<file path="config.mk">
export PLATFORM = sky130hd
export DESIGN_NAME = sdbg_host
export DESIGN_NICKNAME = d
export VERILOG_FILES = /design/src/rtl/sdbg_pkg.sv /design/src/rtl/sdbg_parity.sv /design/src/rtl/sdbg_clkgen.sv /design/src/rtl/sdbg_seq.sv /design/src/rtl/sdbg_host.sv
export SDC_FILE = /design/constraint.sdc
export NUM_CORES = 1
export LEC_CHECK = 0
export ABC_CLOCK_PERIOD_IN_PS = 3130
export BUFFER_PORTS_ARGS = -buffer_cell sky130_fd_sc_hd__buf_2
export CORE_UTILIZATION = 30
export DETAILED_ROUTE_END_ITERATION = 8
export GPL_TIMING_DRIVEN = 0
export PLACE_DENSITY_LB_ADDON = 0.12
export SYNTH_ARGS = -nofsm -noshare
export SYNTH_HDL_FRONTEND = slang
export SYNTH_SLANG_ARGS = --single-unit
</file>
<file path="constraint.sdc">
create_clock -name clk -period 3.13 [get_ports clk]
set_input_delay 0.1565 -clock clk [delete_from_list [all_inputs] [get_ports clk]]
set_output_delay 0.1565 -clock clk [all_outputs]
set_load 0.005 [all_outputs]
</file>
<file path="src/rtl/sdbg_pkg.sv">
`timescale 1ns/1ps
package sdbg_pkg;

  // acknowledge codes, first sampled slot in bit 0
  localparam logic [2:0] ACK_OK    = 3'b001;
  localparam logic [2:0] ACK_WAIT  = 3'b010;
  localparam logic [2:0] ACK_FAULT = 3'b100;

  localparam int unsigned HDR_LEN = 8;
  localparam int unsigned ACK_LEN = 3;

  typedef enum logic [3:0] {
    ST_IDLE,
    ST_HDR,
    ST_TRN_A,
    ST_ACK,
    ST_TRN_B,
    ST_WDAT,
    ST_RDAT,
    ST_TRN_C,
    ST_RESP
  } seq_st_e;

endpackage

</file>
<file path="src/rtl/sdbg_parity.sv">
`timescale 1ns/1ps
module sdbg_parity #(
  parameter int unsigned W = 32
) (
  input  logic [W-1:0] d,
  output logic         p
);
  assign p = ^d;
endmodule

</file>
<file path="src/rtl/sdbg_clkgen.sv">
`timescale 1ns/1ps
module sdbg_clkgen #(
  parameter int unsigned CLK_DIV = 4
) (
  input  logic clk,
  input  logic rst_n,
  input  logic run,
  output logic sclk,
  output logic rise_stb,
  output logic fall_stb
);
  localparam int unsigned CW = (CLK_DIV > 1) ? $clog2(CLK_DIV) : 1;
  localparam logic [CW-1:0] LAST = CW'(CLK_DIV - 1);

  logic [CW-1:0] cnt;
  logic          wrap;

  assign wrap     = (cnt == LAST);
  assign rise_stb = run && wrap && !sclk;
  assign fall_stb = run && wrap && sclk;

  always_ff @(posedge clk) begin
    if (!rst_n || !run) begin
      cnt  <= '0;
      sclk <= 1'b0;
    end else if (wrap) begin
      cnt  <= '0;
      sclk <= ~sclk;
    end else begin
      cnt <= cnt + 1'b1;
    end
  end

endmodule

</file>
<file path="src/rtl/sdbg_seq.sv">
`timescale 1ns/1ps
module sdbg_seq
  import sdbg_pkg::*;
#(
  parameter int unsigned DATA_W   = 32,
  parameter int unsigned TURN_LEN = 1
) (
  input  logic              clk,
  input  logic              rst_n,
  input  logic              sclk,
  input  logic              rise_stb,
  input  logic              fall_stb,
  output logic              run,
  input  logic              cmd_valid,
  output logic              cmd_ready,
  input  logic              cmd_ap,
  input  logic              cmd_rd,
  input  logic [1:0]        cmd_addr,
  input  logic [DATA_W-1:0] cmd_wdata,
  output logic              rsp_valid,
  input  logic              rsp_ready,
  output logic [2:0]        rsp_ack,
  output logic [DATA_W-1:0] rsp_rdata,
  output logic              rsp_perr,
  output logic              rsp_proto_err,
  output logic              swdio_o,
  output logic              swdio_oe,
  input  logic              swdio_i
);
  localparam int unsigned TXW = DATA_W + 1;
  localparam int unsigned M1  = (TXW > HDR_LEN) ? TXW : HDR_LEN;
  localparam int unsigned M2  = (M1 > TURN_LEN) ? M1 : TURN_LEN;
  localparam int unsigned BW  = $clog2(M2 + 1);

  seq_st_e         st, nxt;
  logic [BW-1:0]   bcnt, lim;
  logic [TXW-1:0]  tx;
  logic [TXW-1:0]  rx;
  logic [2:0]      ackq;
  logic            rd_q;
  logic [DATA_W-1:0] wdat_q;
  logic            hpar, wpar, rpar;
  logic [HDR_LEN-1:0] hdr;
  logic            ack_known;

  sdbg_parity #(.W(4)) u_hpar (
    .d ({cmd_addr, cmd_rd, cmd_ap}),
    .p (hpar)
  );
  sdbg_parity #(.W(DATA_W)) u_wpar (
    .d (wdat_q),
    .p (wpar)
  );
  sdbg_parity #(.W(DATA_W)) u_rpar (
    .d (rx[DATA_W-1:0]),
    .p (rpar)
  );

  // slot 7 (park) carries 1 but is never driven
  assign hdr = {1'b1, 1'b0, hpar, cmd_addr[1], cmd_addr[0], cmd_rd, cmd_ap, 1'b1};

  assign ack_known = (ackq == ACK_OK) || (ackq == ACK_WAIT) || (ackq == ACK_FAULT);

  always_comb begin
    case (st)
      ST_HDR:                     lim = BW'(HDR_LEN - 1);
      ST_TRN_A, ST_TRN_B, ST_TRN_C: lim = BW'(TURN_LEN - 1);
      ST_ACK:                     lim = BW'(ACK_LEN - 1);
      ST_WDAT, ST_RDAT:           lim = BW'(DATA_W);
      default:                    lim = '0;
    endcase
  end

  always_comb begin
    case (st)
      ST_HDR:   nxt = ST_TRN_A;
      ST_TRN_A: nxt = ST_ACK;
      ST_ACK: begin
        if (ackq == ACK_OK)                            nxt = rd_q ? ST_TRN_B : ST_WDAT;
        else if ((ackq == ACK_WAIT) || (ackq == ACK_FAULT)) nxt = ST_TRN_B;
        else                                           nxt = ST_RESP;
      end
      ST_TRN_B: nxt = (ackq == ACK_OK) ? ST_RDAT : ST_RESP;
      ST_RDAT:  nxt = ST_TRN_C;
      ST_WDAT:  nxt = ST_RESP;
      ST_TRN_C: nxt = ST_RESP;
      default:  nxt = st;
    endcase
  end

  always_ff @(posedge clk) begin
    if (!rst_n) begin
      st     <= ST_IDLE;
      bcnt   <= '0;
      tx     <= '0;
      rx     <= '0;
      ackq   <= '0;
      rd_q   <= 1'b0;
      wdat_q <= '0;
    end else begin
      if (rise_stb && (st == ST_ACK))  ackq <= {swdio_i, ackq[2:1]};
      if (rise_stb && (st == ST_RDAT)) rx   <= {swdio_i, rx[TXW-1:1]};
      case (st)
        ST_IDLE: begin
          if (cmd_valid) begin
            st     <= ST_HDR;
            bcnt   <= '0;
            tx     <= TXW'(hdr);
            rx     <= '0;
            ackq   <= '0;
            rd_q   <= cmd_rd;
            wdat_q <= cmd_wdata;
          end
        end
        ST_RESP: begin
          if (rsp_ready) st <= ST_IDLE;
        end
        default: begin
          if (fall_stb) begin
            if ((st == ST_HDR) || (st == ST_WDAT)) tx <= tx >> 1;
            if (bcnt == lim) begin
              bcnt <= '0;
              st   <= nxt;
              if (nxt == ST_WDAT) tx <= {wpar, wdat_q};
            end else begin
              bcnt <= bcnt + 1'b1;
            end
          end
        end
      endcase
    end
  end

  assign run           = (st != ST_IDLE) && (st != ST_RESP);
  assign cmd_ready     = (st == ST_IDLE);
  assign rsp_valid     = (st == ST_RESP);
  assign rsp_ack       = ackq;
  assign rsp_rdata     = rx[DATA_W-1:0];
  assign rsp_perr      = rd_q && (ackq == ACK_OK) && (rpar != rx[DATA_W]);
  assign rsp_proto_err = !ack_known;
  assign swdio_oe      = ((st == ST_HDR) && (bcnt != BW'(HDR_LEN - 1))) || (st == ST_WDAT);
  assign swdio_o       = swdio_oe & tx[0];


  oe_on_low_chk: assert property (@(posedge clk) disable iff (!rst_n)
    !$stable(swdio_oe) |-> !sclk);


  data_on_low_chk: assert property (@(posedge clk) disable iff (!rst_n)
    (swdio_oe && $past(swdio_oe) && !$stable(swdio_o)) |-> !sclk);


  start_bit_chk: assert property (@(posedge clk) disable iff (!rst_n)
    (cmd_valid && cmd_ready) |=> (swdio_oe && swdio_o && !cmd_ready));


  rsp_hold_chk: assert property (@(posedge clk) disable iff (!rst_n)
    (rsp_valid && !rsp_ready) |=> (rsp_valid && !cmd_ready && $stable(rsp_rdata) && $stable(rsp_ack)));


  proto_clean_chk: assert property (@(posedge clk) disable iff (!rst_n)
    (rsp_valid && rsp_proto_err) |-> (!rsp_perr && (rsp_rdata == '0) && !swdio_oe));

endmodule

</file>
<file path="src/rtl/sdbg_host.sv">
`timescale 1ns/1ps
module sdbg_host #(
  parameter int unsigned CLK_DIV  = 4,
  parameter int unsigned TURN_LEN = 1,
  parameter int unsigned DATA_W   = 32
) (
  input  logic              clk,
  input  logic              rst_n,
  input  logic              cmd_valid,
  output logic              cmd_ready,
  input  logic              cmd_ap,
  input  logic              cmd_rd,
  input  logic [1:0]        cmd_addr,
  input  logic [DATA_W-1:0] cmd_wdata,
  output logic              rsp_valid,
  input  logic              rsp_ready,
  output logic [2:0]        rsp_ack,
  output logic [DATA_W-1:0] rsp_rdata,
  output logic              rsp_perr,
  output logic              rsp_proto_err,
  output logic              swclk,
  output logic              swdio_o,
  output logic              swdio_oe,
  input  logic              swdio_i
);
  logic run, rise_stb, fall_stb;

  sdbg_clkgen #(.CLK_DIV(CLK_DIV)) u_clkgen (
    .clk      (clk),
    .rst_n    (rst_n),
    .run      (run),
    .sclk     (swclk),
    .rise_stb (rise_stb),
    .fall_stb (fall_stb)
  );

  sdbg_seq #(.DATA_W(DATA_W), .TURN_LEN(TURN_LEN)) u_seq (
    .clk           (clk),
    .rst_n         (rst_n),
    .sclk          (swclk),
    .rise_stb      (rise_stb),
    .fall_stb      (fall_stb),
    .run           (run),
    .cmd_valid     (cmd_valid),
    .cmd_ready     (cmd_ready),
    .cmd_ap        (cmd_ap),
    .cmd_rd        (cmd_rd),
    .cmd_addr      (cmd_addr),
    .cmd_wdata     (cmd_wdata),
    .rsp_valid     (rsp_valid),
    .rsp_ready     (rsp_ready),
    .rsp_ack       (rsp_ack),
    .rsp_rdata     (rsp_rdata),
    .rsp_perr      (rsp_perr),
    .rsp_proto_err (rsp_proto_err),
    .swdio_o       (swdio_o),
    .swdio_oe      (swdio_oe),
    .swdio_i       (swdio_i)
  );

endmodule

</file>
==> metrics.cfg, run 1 <==
[detailed_routing]
vias_per_cell = 4.578
drtIter0Drc = 248
wl_per_cell_um = 13.51
vias = 5040
drt-pass1-iter-count = 6
drc = 0
ant_nets = 0
totalWireLength_mm = 14.87

[floorplan]
core_area_um2 = 18960
io_pins = 83
die_h_um = 141.8
placementRows = 50
die_x_um = 141.8
initial_core_util_pct = 30.95
die_area_um2 = 20120

[critical_path]
required_ps = 2970
cp-start-kind = flop
r2r-start = u_seq.st[1]
critPathKind = reg2out
worst_r2r_endpoint = u_seq.tx[27]
worst_r2r_path_depth = 8
critPathMaxFanout = 10
critPathCaptureType = output port
r2r_slack_ps = 450
worstPathArrival_ps = 2610

[layout]
design_area_um2 = 7542
antenna_cells = 0
final_cell_mix = nand2_1 (172), dfxtp_1 (115), buf_2 (95)
layout_commonest_cell = nand2_1
syn_to_final_growth_pct = 28.56
layout.cells.non_filler = 1101
drive_gt1_share_pct = 23.54
final_util_pct = 39.79
nNetsFinal = 872

[global_route]
gr-total-overflow = 0
grt.total_usage_pct = 15.39
grt_max_degree = 17
grt_pass1_vias = 4831
grt_antenna_before_repair = 0
grt_pass1_wl_mm = 24.16

[placement]
io_buffer_count = 81
dp.cells = 1038
place_area_um2 = 6598
dpl.hpwl_mm = 10.64
gp_congestion = 0.7750

[worst_hold_path]
holdPathEnd = u_seq.wdat_q[26]
hold_start = cmd_wdata[26]
min_path_cells = 3
hp-class = in2reg

[logic_synthesis]
synth-compound-area-share_pct = 13.31
synthMuxAreaShare_pct = 12.26
synth_top_area_share_pct = 39.24
synthSimpleGateAreaFrac_pct = 16.31
post_synth_inst_count = 697
synth_xor_area_share_pct = 10.54
yosys.area.top_type = dfxtp_1
synth_fp_nets = 740
ys_seq_elements = 115
ys_types = 47
synth.avg_cell_area_um2 = 8.417
synth_top_family_by_area = simple AND/OR/NAND/NOR gates
synthAdderAreaFrac_pct = 0.4265
syn_area_um2 = 5867
synth-seq-area-share_pct = 39.24
synthTopCellsByArea = dfxtp_1 (39%), nand2_1 (11%), xnor2_1 (8.8%)
synth_warnings = 0

[power]
leakagePower_nw = 2.888
fin_total_pwr_mw = 5.146
p_per_area_nw_per_um2 = 682.2
ir_drop_mv = 0.4178

[clock_network]
clk_pin_slew_worst_paths_ps = 50
cts_tree = done
cts_sinks = 115
cts_inserted_buffers = 17
cts_buffer_depth = 2
htreeDepth = 4
cts-root-buf = clkbuf_16
cts_setup_buffers = 0
clk_latency_ps = 420

[timing]
rsz0062_at_grt = no
finalCritPeriodShare_pct = 88.32
finClkSkew_ps = 10.69
report.final.slew_viol_count = 0
fmax_mhz = 361.7
tightestPinTransition_ps = 908.7
post-route-min-period_ps = 2765
max_slew_margin_pct = 38.92
hold_violations = 0
setup_tns_ps = 0
setup_viol = 0

[run]
maxCapViolCount = 0

[status]
status = complete, no violations

[repair_timing]
action                                 4_1_cts  5_1_grt
resized for setup                            0        1
setup endpoints to repair                    0        1
endpoints found under the hold margin       32        0
hold buffers                                32        0
[final cells by class]
class	count	area [um^2]
plain buffers	73	441.7
clock buffers	22	464.2
clock inverters	9	153.9
fillers	2001	11410
inverters	6	22.52
multi-input cells	503	3107
flip-flops and latches	115	2302
well taps	260	325.3
repair buffers	113	725.7
[synth_stat cells (all sizes together)]
cell type / n
xnor2: 59
o41a: 1
or3: 1
nor3: 5
nand4: 1
xnor3: 1
nand3: 6
nor4b: 3
inv: 6
and3: 4
o211a: 1
xor2: 9
buf: 51
mux2i: 37
dfxtp: 115
a311oi: 3
nor3b: 3
nor4bb: 1
nand2: 174
o21ai: 34
o211ai: 2
nand3b: 1
nor4: 1
a41oi: 2
or4: 1
a21boi: 1
a21oi: 81
and2: 4
mux2: 31
nor2b: 1
o31ai: 1
nand2b: 4
a2111oi: 1
clkbuf: 22
a22oi: 4
o31a: 2
nor2: 14
ha: 2
o41ai: 1
o22ai: 6
[registers in the layout, summed over array words and instances, names as in the netlist]
signal	flops
u_clkgen.cnt	2
u_clkgen.sclk	1
u_seq.bcnt	6
u_seq.rd_q	1
u_seq.rsp_ack	3
u_seq.rx	33
u_seq.st	4
u_seq.tx	33
u_seq.wdat_q	32
[worst max-delay path, cell delays in order, from the launching register on]
cell and delay [ps]:
dfxtp_1 360, clkbuf_1 260, nor3_4 490, clkbuf_1 540
o41a_1 300, and2_1 130, buf_2 100
[stage by stage]
step / hold WS, ps / worst slack (ps)
2_1_floorplan: 292.5 / 1067
3_3_place_gp: 397.5 / 468.4
4_1_cts: 0.3321 / 145.5
5_1_grt: 11.54 / 176.5
3_5_place_dp: 403.6 / 463.1
6_report: 16.51 / 365.4
[routing by layer]
metal | up-vias | GRT usage [%] | part of all wire, %
li1 | 2587 | - | -
met1 | 2343 | 19.49 | 48
met2 | 90 | 24.63 | 46
met3 | 20 | 4.522 | 3.6
met4 | 0 | 5.772 | 1.9
met5 | - | 0 | 0
[power by group]
| group | internal (mW) | switching [mW] | leakage [nW] |
|---|---|---|---|
| combinational | 0.605 | 0.771 | 1.66 |
| clock | 1.37 | 0.684 | 0.296 |
| sequential | 1.59 | 0.126 | 0.933 |
| total | 3.56 | 1.58 | 2.89 |
[worst max path at each step]
stage / to / depth (start not counted) / start / slack, ps
5_1_grt: swdio_o / 7 / u_seq.st[0] / 180
4_1_cts: swdio_o / 6 / u_seq.st[3] / 150
6_report: swdio_o / 6 / u_seq.st[3] / 370
3_3_place_gp: u_seq.tx[18] / 8 / u_seq.st[1] / 470
3_5_place_dp: u_seq.tx[26] / 8 / u_seq.st[1] / 460
2_1_floorplan: u_seq.st[0] / 6 / u_seq.st[0] / 1070
[cell families (layout without fill, tap and decap cells)]
family	count (synthesis)	count (layout)
simple gates	224	224
compound gates	140	140
flops	115	115
buf+inv	79	223
xor+xnor	69	69
mux	68	68
fa+ha+maj	2	2
Power figures use the tool's default switching activity.
==> run 2, diff against run 1 <==
Settings changed: CORE_ASPECT_RATIO set to 1.5, GPL_TIMING_DRIVEN 0 to unset.
==> metrics.cfg, run 2 (synthesis gave the netlist of run 1 again) <==
[timing]
max_slew_margin_pct = 42.40
finalCritPeriodShare_pct = 87.65
tightestPinTransition_ps = 862.7
fmax_mhz = 364.5
hold_violations = 0
setup_viol = 0
rsz0062_at_grt = no
finClkSkew_ps = 9.532
setup_tns_ps = 0
report.final.slew_viol_count = 0
post-route-min-period_ps = 2743

[critical_path]
required_ps = 3410
cp_num_buf_inv = 1
cp_top_family = simple AND/OR/NAND/NOR gates
critPathMaxFanout = 15
worst_r2r_path_depth = 7
critPathCaptureType = flop
cp_cell_sequence = nor4bb_1 -> xor2_1 -> o41ai_2 -> and3_2 -> buf_12 -> mux2i_1 -> o21ai_0
crit_cells = 7
worstPathArrival_ps = 3030
cp-start-kind = flop
max_stage_delay_ps = 660
critPathKind = reg2reg
crit_slowest_cell = dfxtp_1

[detailed_routing]
totalWireLength_mm = 14.06
drc = 0
wl_per_cell_um = 13.56
vias = 4816
ant_nets = 0
drtIter0Drc = 169
vias_per_cell = 4.644
drt-pass1-iter-count = 4

[clock_network]
cts.repair.resized = 0
cts_tree = done
cts_sinks = 115
cts-root-buf = clkbuf_16
htreeDepth = 4
clk_latency_ps = 410
cts_inserted_buffers = 17
clk_pin_slew_worst_paths_ps = 50
cts_setup_buffers = 0
cts_buffer_depth = 2

[global_route]
grt_pass1_vias = 4829
grt.total_usage_pct = 15.10
grt_max_degree = 46
grt_antenna_before_repair = 0
grt_pass1_wl_mm = 23.67
gr-total-overflow = 0

[status]
status = complete, no violations

[floorplan]
core_area_um2 = 19160
placementRows = 62
die_x_um = 116.2
die_h_um = 173.3
initial_core_util_pct = 30.62
io_pins = 83
die_area_um2 = 20130

[worst_hold_path]
min_path_cells = 3
hp-class = in2reg

[layout]
syn_to_final_growth_pct = 22.86
layout.cells.non_filler = 1037
antenna_cells = 0
top_regs = u_seq.rx (33), u_seq.tx (33), u_seq.wdat_q (32)
final_cell_mix = nand2_1 (172), dfxtp_1 (115), buf_2 (82)
layout_commonest_cell = nand2_1
nNetsFinal = 813
drive_gt1_share_pct = 20.87

[run]
maxCapViolCount = 0

[placement]
dp.cells = 974
dpl.hpwl_mm = 9.513
gp_congestion = 0.7380
io_buffer_count = 82

[power]
ir_drop_mv = 0.3547
p_per_area_nw_per_um2 = 698.1
leakagePower_nw = 2.659

[run 2: cell count changes in the layout (fill, tap and decap cells not counted), sizes merged]
cell         before  now
buf             132   94
clkbuf           44   20
clkinvlp          2    3
bufinv            4    3
clkinv            3    4
dlygate4sd3      32   33
[run 2: cell type report]
type	instances	area, um^2
timing repair buffer	127	855.8
clock buffer	20	466.7
tap	256	320.3
multi-input combinational	503	3108
fill	2004	11950
clock inverter	10	132.6
sequential	115	2302
inverter	6	22.52
[run 2: routing by layer]
layer  vias up  global-route usage, %  wire length, um
met5         -                      0                0
met3        14                  3.846              391
met2        80                  27.28             7561
met1      2258                  16.72             5944
met4         0                  5.235              165
li1       2464                      -                -
[run 2: worst min-delay path: cells and delay by family]
kind | cells | cell delay, ps
buffers and inverters | 1 | 110
and+or+nand+nor | 1 | 80
AOI/OAI and AO/OA | 1 | 60
[run 2: repair_timing]
| item | CTS | global route |
|---|---|---|
| hold endpoints to repair | 34 | 0 |
| hold buffers | 33 | 0 |
| setup endpoints to repair | 0 | 0 |
[run 2: final timing paths]
path / from / end / slack [ps]
max: u_seq.st[1] / u_seq.tx[16] / 390
min: cmd_rd / u_seq.rd_q / 50
max reg2reg: u_seq.st[1] / u_seq.tx[16] / 390
min reg2reg: u_clkgen.cnt[0] / u_clkgen.cnt[0] / 420
[run 2: per-stage QoR]
step | util, % | hold slack, ps | power, mW | instance area, um^2 | setup slack [ps]
2_1_floorplan | - | 292.5 | 2.740 | 5867 | 1067
6_report | 37.62 | 51.09 | 5.032 | 7208 | 386.6
3_3_place_gp | 32.77 | 396.2 | 3.064 | 6279 | 573.0
4_1_cts | 37.62 | 36.08 | 5.130 | 7208 | 431.3
3_5_place_dp | 32.77 | 405.4 | 3.089 | 6279 | 429.4
5_1_grt | 37.62 | 39.67 | 5.357 | 7208 | 150.3
[run 2: where the power goes]
| part | switching (mW) | total, mW | leakage [nW] | internal (mW) |
|---|---|---|---|---|
| registers | 0.153 | 1.75 | 0.933 | 1.59 |
| logic | 0.712 | 1.31 | 1.44 | 0.596 |
| clock network | 0.680 | 1.98 | 0.290 | 1.30 |
==> run 3, diff against run 2 <==
Settings changed: MAX_ROUTING_LAYER set to met4.
==> metrics.cfg, run 3 (synthesis gave the netlist of run 1 again) <==
[status]
status = complete, no violations

[detailed_routing]
top_layer = met4
drt-pass1-iter-count = 4
wl_met1_mm = 5.984
drc = 0
wl_per_cell_um = 13.55
vias_per_cell = 4.662
drtIter0Drc = 174
route.met3.wl_um = 348
vias = 4834
totalWireLength_mm = 14.05
ant_nets = 0
wl_met2_mm = 7.543

[layout]
final_util_pct = 37.62
drive_gt1_share_pct = 20.87
top_regs = u_seq.rx (33), u_seq.tx (33), u_seq.wdat_q (32)
antenna_cells = 0
design_area_um2 = 7208
syn_to_final_growth_pct = 22.86
nNetsFinal = 813
final_cell_mix = nand2_1 (172), dfxtp_1 (115), buf_2 (82)
layout_commonest_cell = nand2_1

[power]
p_per_area_nw_per_um2 = 697.9
p_sw_share_pct = 30.69
power.internal_mw = 3.487
power_frac_seq_pct = 34.7
ir_drop_mv = 0.3537
clockPowerShare_pct = 39.3
power_frac_comb_pct = 26.0
power.switching_mw = 1.544
leakagePower_nw = 2.659

[critical_path]
critPathCaptureType = flop
critPathKind = reg2reg
r2r_slack_ps = 400
cp_top_family = simple AND/OR/NAND/NOR gates
worst_r2r_endpoint = u_seq.tx[16]
r2r-start = u_seq.st[1]
cp-start-kind = flop
crit_slowest_cell = dfxtp_1
worstPathArrival_ps = 3020
required_ps = 3420
worst_r2r_path_depth = 7
max_stage_delay_ps = 660
cp_cell_sequence = nor4bb_1 -> xor2_1 -> o41ai_2 -> and3_2 -> buf_12 -> mux2i_1 -> o21ai_0
critPathMaxFanout = 15
cp_num_buf_inv = 1
crit_cells = 7

[timing]
post-route-min-period_ps = 2734
report.final.slew_viol_count = 0
fin_ws_ps = 396.0
setup_viol = 0
fmax_mhz = 365.8
finClkSkew_ps = 9.700
max_slew_margin_pct = 41.90
finalCritPeriodShare_pct = 87.35
tightestPinTransition_ps = 870.3
setup_tns_ps = 0
timing.hold.ws_ps = 54.09
hold_violations = 0
rsz0062_at_grt = no

[clock_network]
clk_pin_slew_worst_paths_ps = 50
htreeDepth = 4
clk_latency_ps = 410
cts-root-buf = clkbuf_16
cts_inserted_buffers = 17
cts_tree = done
cts_buffer_depth = 2
cts_sinks = 115

[global_route]
gr-total-overflow = 0
grt_pass1_wl_mm = 23.67
grt.total_usage_pct = 15.52
grt_max_degree = 46
grt_pass1_vias = 4826
grt_antenna_before_repair = 0

[placement]
gp_congestion = 0.7472
io_buffer_count = 82
dpl.hpwl_mm = 9.513
place_area_um2 = 6279
pre_cts_ws_ps = 429.4

[floorplan]
initial_core_util_pct = 30.62
die_x_um = 116.2
io_pins = 83
die_area_um2 = 20130
core_area_um2 = 19160
placementRows = 62
die_h_um = 173.3

[run]
maxCapViolCount = 0

[worst_hold_path]
holdPathEnd = u_seq.rd_q
min_path_cells = 3
hp-class = in2reg
hold_start = cmd_rd

run 3: through the flow:
| stage | total power, mW | cells |
|---|---|---|
| 2_1_floorplan | 2.740 | 697 |
| 3_3_place_gp | 3.064 | 974 |
| 3_5_place_dp | 3.089 | 974 |
| 4_1_cts | 5.130 | 1037 |
| 5_1_grt | 5.356 | 1037 |
| 6_report | 5.030 | 1037 |
run 3: timing repair:
| item | in CTS | in global routing |
|---|---|---|
| endpoints found under the hold margin | 34 | 0 |
| gates resized for setup | 0 | 0 |
| setup buffers | 0 | 0 |
| hold buffers | 33 | 0 |
| setup endpoints to repair | 0 | 0 |
run 3: final cells by class:
type                       instances  area, um^2
fill                            2004       11950
multi-input combinational        503        3108
sequential                       115        2302
timing repair buffer             127       855.8
clock buffer                      20       466.7
tap                              256       320.3
clock inverter                    10       132.6
inverter                           6       22.52
run 3: worst max-delay path by stage:
stage,from,endpoint
floorplan,u_seq.st[0],u_seq.st[0]
global placement,u_seq.st[1],u_seq.tx[18]
detailed placement,u_seq.st[0],u_seq.tx[13]
CTS,u_seq.st[0],u_seq.tx[13]
global route,u_seq.st[0],u_seq.tx[17]
finish,u_seq.st[1],u_seq.tx[16]
run 3: tightest hold or removal path, stage by stage:
cell     delay (ps)
buf_2           110
nand2_1          80
a21oi_1          60
run 3: routing by layer:
layer,global-route usage (%),vias to the layer above
met1,16.74,2277
met3,3.636,14
met4,5.395,0
met2,27.26,77
li1,-,2466
met5,-,-
run 3: power by group through the flow:
stage | registers [mW] | clock network, mW | logic, mW
finish | 1.74 | 1.98 | 1.31
global route | 1.77 | 2.12 | 1.47
CTS | 1.75 | 2.04 | 1.35
detailed placement | 1.78 | 0 | 1.31
global placement | 1.77 | 0 | 1.29
floorplan | 1.70 | 0 | 1.04
